`config.mk`:
```
export PLATFORM = sky130hd
export DESIGN_NAME = mc_opstate_ctrl
export DESIGN_NICKNAME = d
export VERILOG_FILES = /design/src/rtl/mc_opstate_pkg.sv /design/src/rtl/mc_cycle_timer.sv /design/src/rtl/mc_pwrup_seq.sv /design/src/rtl/mc_opstate_fsm.sv /design/src/rtl/mc_opstate_ctrl.sv
export SDC_FILE = /design/constraint.sdc
export NUM_CORES = 1
export LEC_CHECK = 0
export BUFFER_PORTS_ARGS = -buffer_cell sky130_fd_sc_hd__buf_2
export CAP_MARGIN = 20
export CORE_MARGIN = 4
export CORE_UTILIZATION = 54
export DETAILED_ROUTE_END_ITERATION = 6
export PLACE_DENSITY = 0.76
export SLEW_MARGIN = 20
export SYNTH_ARGS = -nofsm -noshare
export SYNTH_HDL_FRONTEND = slang
export SYNTH_SLANG_ARGS = --single-unit
```
`constraint.sdc`:
```
create_clock -name clk -period 2.2 [get_ports clk]
set_input_delay 0.44 -clock clk [delete_from_list [all_inputs] [get_ports clk]]
set_output_delay 0.44 -clock clk [all_outputs]
set_load 0.05 [all_outputs]
```
`src/rtl/mc_opstate_pkg.sv`:
```
package mc_opstate_pkg;

  typedef enum logic [2:0] {
    ST_INIT_MEM     = 3'd0,
    ST_CONFIG       = 3'd1,
    ST_CFG_REQ      = 3'd2,
    ST_ACCESS       = 3'd3,
    ST_ACC_REQ      = 3'd4,
    ST_LOW_PWR      = 3'd5,
    ST_LP_ENTRY_REQ = 3'd6,
    ST_LP_EXIT_REQ  = 3'd7
  } opstate_e;

  localparam logic [2:0] CMD_INIT  = 3'd0;
  localparam logic [2:0] CMD_CFG   = 3'd1;
  localparam logic [2:0] CMD_GO    = 3'd2;
  localparam logic [2:0] CMD_SLEEP = 3'd3;
  localparam logic [2:0] CMD_WAKE  = 3'd4;

  // True for the transitional states that wait out the handshake.
  function automatic logic is_req_state(opstate_e s);
    return (s == ST_CFG_REQ) || (s == ST_ACC_REQ) ||
           (s == ST_LP_ENTRY_REQ) || (s == ST_LP_EXIT_REQ);
  endfunction

  // Request state entered for a command; returns s itself when illegal.
  function automatic opstate_e req_for(opstate_e s, logic [2:0] cmd);
    opstate_e r;
    r = s;
    case (s)
      ST_INIT_MEM: if (cmd == CMD_CFG) r = ST_CFG_REQ;
      ST_ACCESS: begin
        if (cmd == CMD_CFG)   r = ST_CFG_REQ;
        if (cmd == CMD_SLEEP) r = ST_LP_ENTRY_REQ;
      end
      ST_CONFIG:  if (cmd == CMD_GO)   r = ST_ACC_REQ;
      ST_LOW_PWR: if (cmd == CMD_WAKE) r = ST_LP_EXIT_REQ;
      default: r = s;
    endcase
    return r;
  endfunction

  // Stable state reached when a request state's handshake completes.
  function automatic opstate_e req_target(opstate_e s);
    case (s)
      ST_CFG_REQ:      return ST_CONFIG;
      ST_ACC_REQ:      return ST_ACCESS;
      ST_LP_ENTRY_REQ: return ST_LOW_PWR;
      ST_LP_EXIT_REQ:  return ST_ACCESS;
      default:         return s;
    endcase
  endfunction

endpackage

```
`src/rtl/mc_cycle_timer.sv`:
```
module mc_cycle_timer #(
  parameter int CYC = 4
) (
  input  logic clk,
  input  logic rst_n,
  input  logic load,
  output logic busy,
  output logic expire
);
  localparam int CW = (CYC < 2) ? 1 : $clog2(CYC);
  localparam logic [CW-1:0] LOADV = CW'(CYC - 1);

  logic [CW-1:0] cnt;

  assign expire = busy && (cnt == '0);

  always_ff @(posedge clk or negedge rst_n) begin
    if (!rst_n) begin
      busy <= 1'b0;
      cnt  <= '0;
    end else if (load) begin
      busy <= 1'b1;
      cnt  <= LOADV;
    end else if (expire) begin
      busy <= 1'b0;
    end else if (busy) begin
      cnt <= cnt - 1'b1;
    end
  end

  // A running count never exceeds its load value (supports R2/R4 timing).
  p_cnt_bound_r4: assert property (@(posedge clk) disable iff (!rst_n)
    busy |-> (cnt <= LOADV));
  // Expiry ends the run on the next cycle unless reloaded.
  p_expire_stops_r2: assert property (@(posedge clk) disable iff (!rst_n)
    (expire && !load) |=> !busy);
endmodule

```
`src/rtl/mc_pwrup_seq.sv`:
```
module mc_pwrup_seq #(
  parameter int PWRUP_CYC = 20
) (
  input  logic clk,
  input  logic rst_n,
  input  logic start,
  output logic done
);
  logic tmr_busy, tmr_expire, launch;

  assign launch = start && !tmr_busy && !done;

  mc_cycle_timer #(.CYC(PWRUP_CYC)) u_tmr (
    .clk(clk), .rst_n(rst_n), .load(launch),
    .busy(tmr_busy), .expire(tmr_expire)
  );

  always_ff @(posedge clk or negedge rst_n) begin
    if (!rst_n)          done <= 1'b0;
    else if (tmr_expire) done <= 1'b1;
  end

  p_done_sticky_r2: assert property (@(posedge clk) disable iff (!rst_n)
    done |=> done);
  p_done_after_run_r2: assert property (@(posedge clk) disable iff (!rst_n)
    $rose(done) |-> $past(tmr_busy));
endmodule

```
`src/rtl/mc_opstate_fsm.sv`:
```
module mc_opstate_fsm
  import mc_opstate_pkg::*;
#(
  parameter int HS_CYC = 4
) (
  input  logic       clk,
  input  logic       rst_n,
  input  logic       cmd_valid,
  input  logic [2:0] cmd_code,
  input  logic       pwr_ok,
  input  logic       hw_lp_en,
  input  logic       idle_hint,
  output opstate_e   state
);
  opstate_e cmd_req;
  logic     cmd_take, auto_lp, hs_load, hs_busy, hs_expire;

  assign cmd_req  = req_for(state, cmd_code);
  assign cmd_take = pwr_ok && cmd_valid && (cmd_req != state);
  assign auto_lp  = pwr_ok && hw_lp_en && idle_hint &&
                    (state == ST_ACCESS) && !cmd_take;
  assign hs_load  = cmd_take || auto_lp;

  mc_cycle_timer #(.CYC(HS_CYC)) u_hs (
    .clk(clk), .rst_n(rst_n), .load(hs_load),
    .busy(hs_busy), .expire(hs_expire)
  );

  always_ff @(posedge clk or negedge rst_n) begin
    if (!rst_n)          state <= ST_INIT_MEM;
    else if (cmd_take)   state <= cmd_req;
    else if (auto_lp)    state <= ST_LP_ENTRY_REQ;
    else if (hs_expire)  state <= req_target(state);
  end

  p_hold_until_pwr_r3: assert property (@(posedge clk) disable iff (!rst_n)
    !pwr_ok |-> (state == ST_INIT_MEM));
  p_config_via_req_r4: assert property (@(posedge clk) disable iff (!rst_n)
    (state == ST_CONFIG && $past(state) != ST_CONFIG) |-> $past(state) == ST_CFG_REQ);
  p_access_via_req_r5: assert property (@(posedge clk) disable iff (!rst_n)
    (state == ST_ACCESS && $past(state) != ST_ACCESS) |->
      ($past(state) == ST_ACC_REQ || $past(state) == ST_LP_EXIT_REQ));
  p_lp_via_req_r6: assert property (@(posedge clk) disable iff (!rst_n)
    (state == ST_LOW_PWR && $past(state) != ST_LOW_PWR) |-> $past(state) == ST_LP_ENTRY_REQ);
  p_lp_exit_only_r7: assert property (@(posedge clk) disable iff (!rst_n)
    ($past(state) == ST_LOW_PWR && state != ST_LOW_PWR) |-> state == ST_LP_EXIT_REQ);
  p_busy_in_req_r8: assert property (@(posedge clk) disable iff (!rst_n)
    hs_busy |-> is_req_state(state));
  p_req_stable_r8: assert property (@(posedge clk) disable iff (!rst_n)
    (is_req_state(state) && !hs_expire) |=> $stable(state));
endmodule

```
`src/rtl/mc_opstate_ctrl.sv`:
```
module mc_opstate_ctrl
  import mc_opstate_pkg::*;
#(
  parameter int HS_CYC    = 4,
  parameter int PWRUP_CYC = 20
) (
  input  logic       clk,
  input  logic       rst_n,
  input  logic       cmd_valid,
  input  logic [2:0] cmd_code,
  input  logic       pwrup_start,
  input  logic       hw_lp_en,
  input  logic       idle_hint,
  output logic [2:0] stat_code,
  output logic       pwrup_done
);
  opstate_e cur_state;

  mc_pwrup_seq #(.PWRUP_CYC(PWRUP_CYC)) u_pwr (
    .clk(clk), .rst_n(rst_n), .start(pwrup_start), .done(pwrup_done)
  );

  mc_opstate_fsm #(.HS_CYC(HS_CYC)) u_fsm (
    .clk(clk), .rst_n(rst_n), .cmd_valid(cmd_valid), .cmd_code(cmd_code),
    .pwr_ok(pwrup_done), .hw_lp_en(hw_lp_en), .idle_hint(idle_hint),
    .state(cur_state)
  );

  assign stat_code = cur_state;

  p_auto_lp_gate_r9: assert property (@(posedge clk) disable iff (!rst_n)
    ($past(stat_code) == 3'd3 && stat_code == 3'd6 && !$past(hw_lp_en)) |->
      ($past(cmd_valid) && $past(cmd_code) == 3'd3));
endmodule

```
## Word-level counts from Yosys, hierarchy flattened

Index checks and enable logic that the tools add are counted.

- Add/subtract/negate cells: 2
- Mux-type cells: 19
- Reduce and logical (&&, ||, !) cells: 27
- Eq/ne operators: 14

Operators with widths:

| operator | number |
|---|---|
| 2-to-1 mux 3 bit | 7 |
| == test 3 bit, second input constant | 5 |
| 2-to-1 mux 5 bit | 3 |
| == test 3 x 2 -> 1 bit, second input constant | 4 |
| one-hot mux 3 bit (4 select lines) | 1 |
| logical AND 1 bit | 10 |
| one-hot mux 3 bit (3 select lines) | 1 |
| nonzero test 2 bit | 4 |
| == test 3 x 1 -> 1 bit, second input constant | 2 |
| 2-to-1 mux 2 bit | 3 |
| AND reduction 2 bit | 3 |
| logical NOT 5 bit | 1 |
| nonzero test 5 bit | 1 |
| subtractor 5 x 1 -> 5 bit, second input constant | 1 |
| 2-to-1 mux 1 bit | 4 |
| logical NOT 1 bit | 3 |
| logical NOT 3 bit | 1 |
| != test 3 bit | 1 |
| nonzero test 3 bit | 1 |
| logical NOT 2 bit | 1 |
| != test 2 x 1 -> 1 bit, second input constant | 1 |
| != test 2 bit, second input constant | 1 |
| OR reduction 2 bit | 1 |
| subtractor 2 x 1 -> 2 bit, second input constant | 1 |
| logical OR 1 bit | 1 |

- Output and inout bits: 4
- Register bits after elaboration: 13
- Input bits: 9

## Logic depth before layout (Yosys ltp)

- Word-level depth: 11
- Gate-level depth with buffers: 6
- Depth with buffers taken out: 6

## By module

From an unflattened synthesis, not the netlist that was laid out.

- Cells, all modules: 87
- Area total of the unflattened synthesis: 809.5 µm²

By module, submodules not included:

| module | cells an instance | times used | sequential area each (µm²) | area each (µm²) |
|---|---|---|---|---|
| mc_cycle_timer (u_pwr.u_tmr) | 30 | 1 | 150.1 | 309.0 |
| mc_opstate_fsm | 39 | 1 | 75.1 | 302.8 |
| mc_cycle_timer (u_fsm.u_hs) | 15 | 1 | 75.1 | 158.9 |
| mc_pwrup_seq | 3 | 1 | 25.0 | 38.8 |

## Worst setup path after synthesis

No wires, ideal clock.

- Kind: reg2reg
- Start point: register u_fsm.state[0]
- End point: register u_fsm.state[1]
- Period minus slack after synthesis: 1626 ps
- Required time: 2123 ps
- Cell stages (with the launch flop): 6
- Arrival: 1549 ps
- Slack: 574 ps
- Setup time: 77 ps
- Path buffers: 1
- Cells stage by stage: dfrtp_1 -> buf_2 -> and4b_1 -> nor2_1 -> o311a_1 -> a21oi_1

- Word-level cells in the longest chain between the ends: 9
- Elaborated cells between the ends (all ways): 26

Ends and longest elaborated chain:

| element | RTL line | source |
|---|---|---|
| start, declared | mc_opstate_fsm.sv:13 | `output opstate_e state` |
| start signal, assigned | mc_opstate_fsm.sv:31 | `else if (cmd_take) state <= cmd_req;` |
| start signal, assigned | mc_opstate_fsm.sv:33 | `else if (hs_expire) state <= req_target(state);` |
| 2-to-1 mux 3 bit | mc_opstate_pkg.sv:31, mc_opstate_pkg.sv:33 |  |
| 2-to-1 mux 3 bit | mc_opstate_pkg.sv:34 | `if (cmd == CMD_SLEEP) r = ST_LP_ENTRY_REQ;` |
| one-hot mux 3 bit (4 select lines) | mc_opstate_pkg.sv:30 | `case (s)` |
| != test 3 bit | mc_opstate_fsm.sv:19 | `assign cmd_take = pwr_ok && cmd_valid && (cmd_req != state);` |
| logical AND 1 bit | mc_opstate_fsm.sv:19 |  |
| logical NOT 1 bit | mc_opstate_fsm.sv:21 | `(state == ST_ACCESS) && !cmd_take;` |
| logical AND 1 bit | mc_opstate_fsm.sv:21 |  |
| nonzero test 5 bit (no source line) (tied with other cells) | n/a |  |
| AND reduction 2 bit (no source line) / 2-to-1 mux 3 bit (equally long branches) | n/a |  |

Parallel ways exist; a longest one is shown, timed or not. The select of a mux whose other input is x is not followed.
A chain may end at the register's enable or synchronous reset.

## Final worst setup path

- Start point: register u_fsm.state[2]
- End point: output stat_code[2]

RTL lines:

| element | RTL line | source |
|---|---|---|
| end, declared | mc_opstate_ctrl.sv:14 | `output logic [2:0] stat_code,` |

No word-level cell between the ends.

==> out/summary.txt <==
Chip Width: 46.6 µm
Worst Tran Pin Value: 379 ps
YS warnings: 0
Sequential cell area fraction in the yosys report: 40.5%
Core box area: 0.00135 mm²
Main synth FF type: dfrtp_1
Post_cts resized: 0
Area Growth Syn to Fin: 11.2%
Class of the worst hold path: in2async
Final Skew: 7.14 ps
Util after Layout: 66.2%
Crit path launch type: flip-flop
WP buf/inv: 1
CTS tree: done
Final count of pins violating max slew: 0
Layout cells sized above 1: 20.2%
Flops & latches, synth: 13
Synth unique cells: 35
Vias in the first global route: 673
N_diodes: 0
GR Overflow Total: 0
Share of flip-flops with an asynchronous set or reset: 100%
Synth Area per Inst: 9.34 µm²
Final Hold Fails: 0
RSZ-0062 raised after global routing: no
# rows: 13
Cell Area, Synth: 803 µm²
Detailed Place HPWL: 1.21 mm
Reg area: 325 µm²
CP cell instances: buf_2
Clock buffer count from CTS: 3
R2r endpoint: u_pwr.u_tmr.busy
Setup_tns: 0 ps
VDD IR max: 0.00106 V
EDFF count, synth: 0
Vias/cell: 5.69
Max FO, Critical Path: 11
Final Setup Violations: 0
H-Tree Depth: 1
Initial antenna violation count: 0
Hold buffer count at cts: 0
Die Height: 46.6 µm
Die area: 0.00217 mm²
Leakage: 0.000399 µW
Critical path arrival: 1180 ps
Final period utilization: 73.5%
Syn nets: 98
DRT Wirelength: 1.52 mm
Post-CTS setup buffer count: 0
Rel. slew slack: 74.7%
Vias: 649
WP data required: 1760 ps
DR iter-0 viols: 7
First-pass GRT wire length: 2.75 mm
CTS max path bufs: 2
Post-DR wirelength/cell: 13.3 µm
Largest net degree at the start of global routing: 14
GRT Total Usage: 17.8%
Post-Synthesis Cells: 86
Clk_lat worst skew: 270 ps
Power Density: 1440 mW/mm²
Clock Sinks: 13
Antenna-violating nets left: 0
Max-cap violations: 0
Fin area: 893 µm²
Max Freq: 618 MHz
I/O Buffers: 12
R2r startpoint: u_pwr.u_tmr.cnt[0]
Slowest stage delay, CP: 570 ps
Setup crit end kind: primary output
Dpl cell area: 867 µm²
Pre-antenna DRT Iters: 4
R2r setup slk: 600 ps
DRC violations left: 0
Status: finished, final reports clean
Top cell family by delay on the critical path: flip-flops
Filler cells: 109
Worst setup path class: reg2out
Reg clk slew, reported paths: 70 ps
Initial core utilization: 59.5%
CTS root buf: clkbuf_4
Multi-input gate area: 433 µm²
Reg2Reg Depth: 5
RePlAce Congestion: 0.798
Fin Hold WS: 32.5 ps
Min Tclk post-route: 1620 ps
I/O pins: 13
CP max-delay cell: dfrtp_1
Fin nets: 112
layout make-up:
| type | count | share of cell area [%] |
|---|---|---|
| Multi-Input combinational cell | 62 | 48.5 |
| Sequential cell | 13 | 36.4 |
| Timing Repair Buffer | 12 | 6.72 |
| Inverter | 8 | 3.36 |
| Clock buffer | 4 | 2.94 |
| Tap cell | 15 | 2.10 |
logic make-up (layout without fill, tap and decap cells):
| group | Yosys count | count (layout) | share of synthesized area [%] |
|---|---|---|---|
| AND/OR/NAND/NOR | 38 | 38 | 28.5 |
| AO/OA/AOI/OAI | 14 | 14 | 12.6 |
| flip-flops | 13 | 13 | 40.5 |
| buffers and inverters | 11 | 24 | 5.61 |
| adder cells (fa/ha/maj) | 4 | 4 | 5.92 |
| XOR/XNOR | 4 | 4 | 4.36 |
| multiplexers | 2 | 2 | 2.49 |
cell usage in the layout (no fill, tap or decap), types with 2 or more instances in the layout:
master | Yosys | final
a21oi_1 | 3 | 3
buf_2 | 3 | 12
clkbuf_4 | 0 | 3
dfrtp_1 | 13 | 13
ha_1 | 3 | 3
inv_1 | 8 | 8
mux2i_1 | 2 | 2
nand2_1 | 7 | 7
nand2b_1 | 2 | 2
nand3_1 | 3 | 3
nand4_1 | 2 | 2
nor2_1 | 9 | 9
nor3b_1 | 4 | 4
o211ai_1 | 2 | 2
o31ai_1 | 2 | 2
xnor2_1 | 3 | 3
power breakdown:
| part | internal [µW] | switching (µW) |
|---|---|---|
| sequential | 358 | 176 |
| clock | 70.3 | 69.2 |
| combinational | 246 | 371 |
layer usage:
layer	vias to the layer above	wire [µm]	global-route usage, %
met5	-	0	0
met4	0	0	1.70
met3	0	95	7.03
met2	15	741	29.4
met1	304	685	22.8
li1	330	-	-
synthesized netlist by cell type (3+ instances only):
library cell	n	area share (%)
nand3_1	3	1.9
buf_2	3	1.9
nor2_1	9	4.2
dfrtp_1	13	40
inv_1	8	3.7
xnor2_1	3	3.3
ha_1	3	4.7
nor3b_1	4	3.7
nand2_1	7	3.3
a21oi_1	3	1.9
flip-flops by register name, indices dropped and copies added, names as in the netlist:
name / flops
u_pwr.u_tmr.cnt: 5
u_fsm.state: 3
u_fsm.u_hs.cnt: 2
u_fsm.u_hs.busy: 1
u_pwr.done: 1
u_pwr.u_tmr.busy: 1
through the flow:
step	std cells	total power (µW)	setup WS, ps
6_report	114	1290	583
5_1_grt	114	1410	504
4_1_cts	114	1300	574
3_5_place_dp	110	1160	596
3_3_place_gp	110	1130	652
2_1_floorplan	86	1010	574
worst max-delay path by stage:
| stage | start | cells after the start | endpoint |
|---|---|---|---|
| 2_1_floorplan | u_fsm.state[0] | 5 | u_fsm.state[1] |
| 3_3_place_gp | u_pwr.u_tmr.cnt[0] | 5 | u_pwr.u_tmr.busy |
| 3_5_place_dp | u_pwr.u_tmr.cnt[0] | 5 | u_pwr.u_tmr.busy |
| 4_1_cts | u_fsm.state[1] | 1 | stat_code[1] |
| 5_1_grt | u_fsm.state[1] | 1 | stat_code[1] |
| 6_report | u_fsm.state[2] | 1 | stat_code[2] |
No activity file was read; power rests on OpenSTA's default activity.
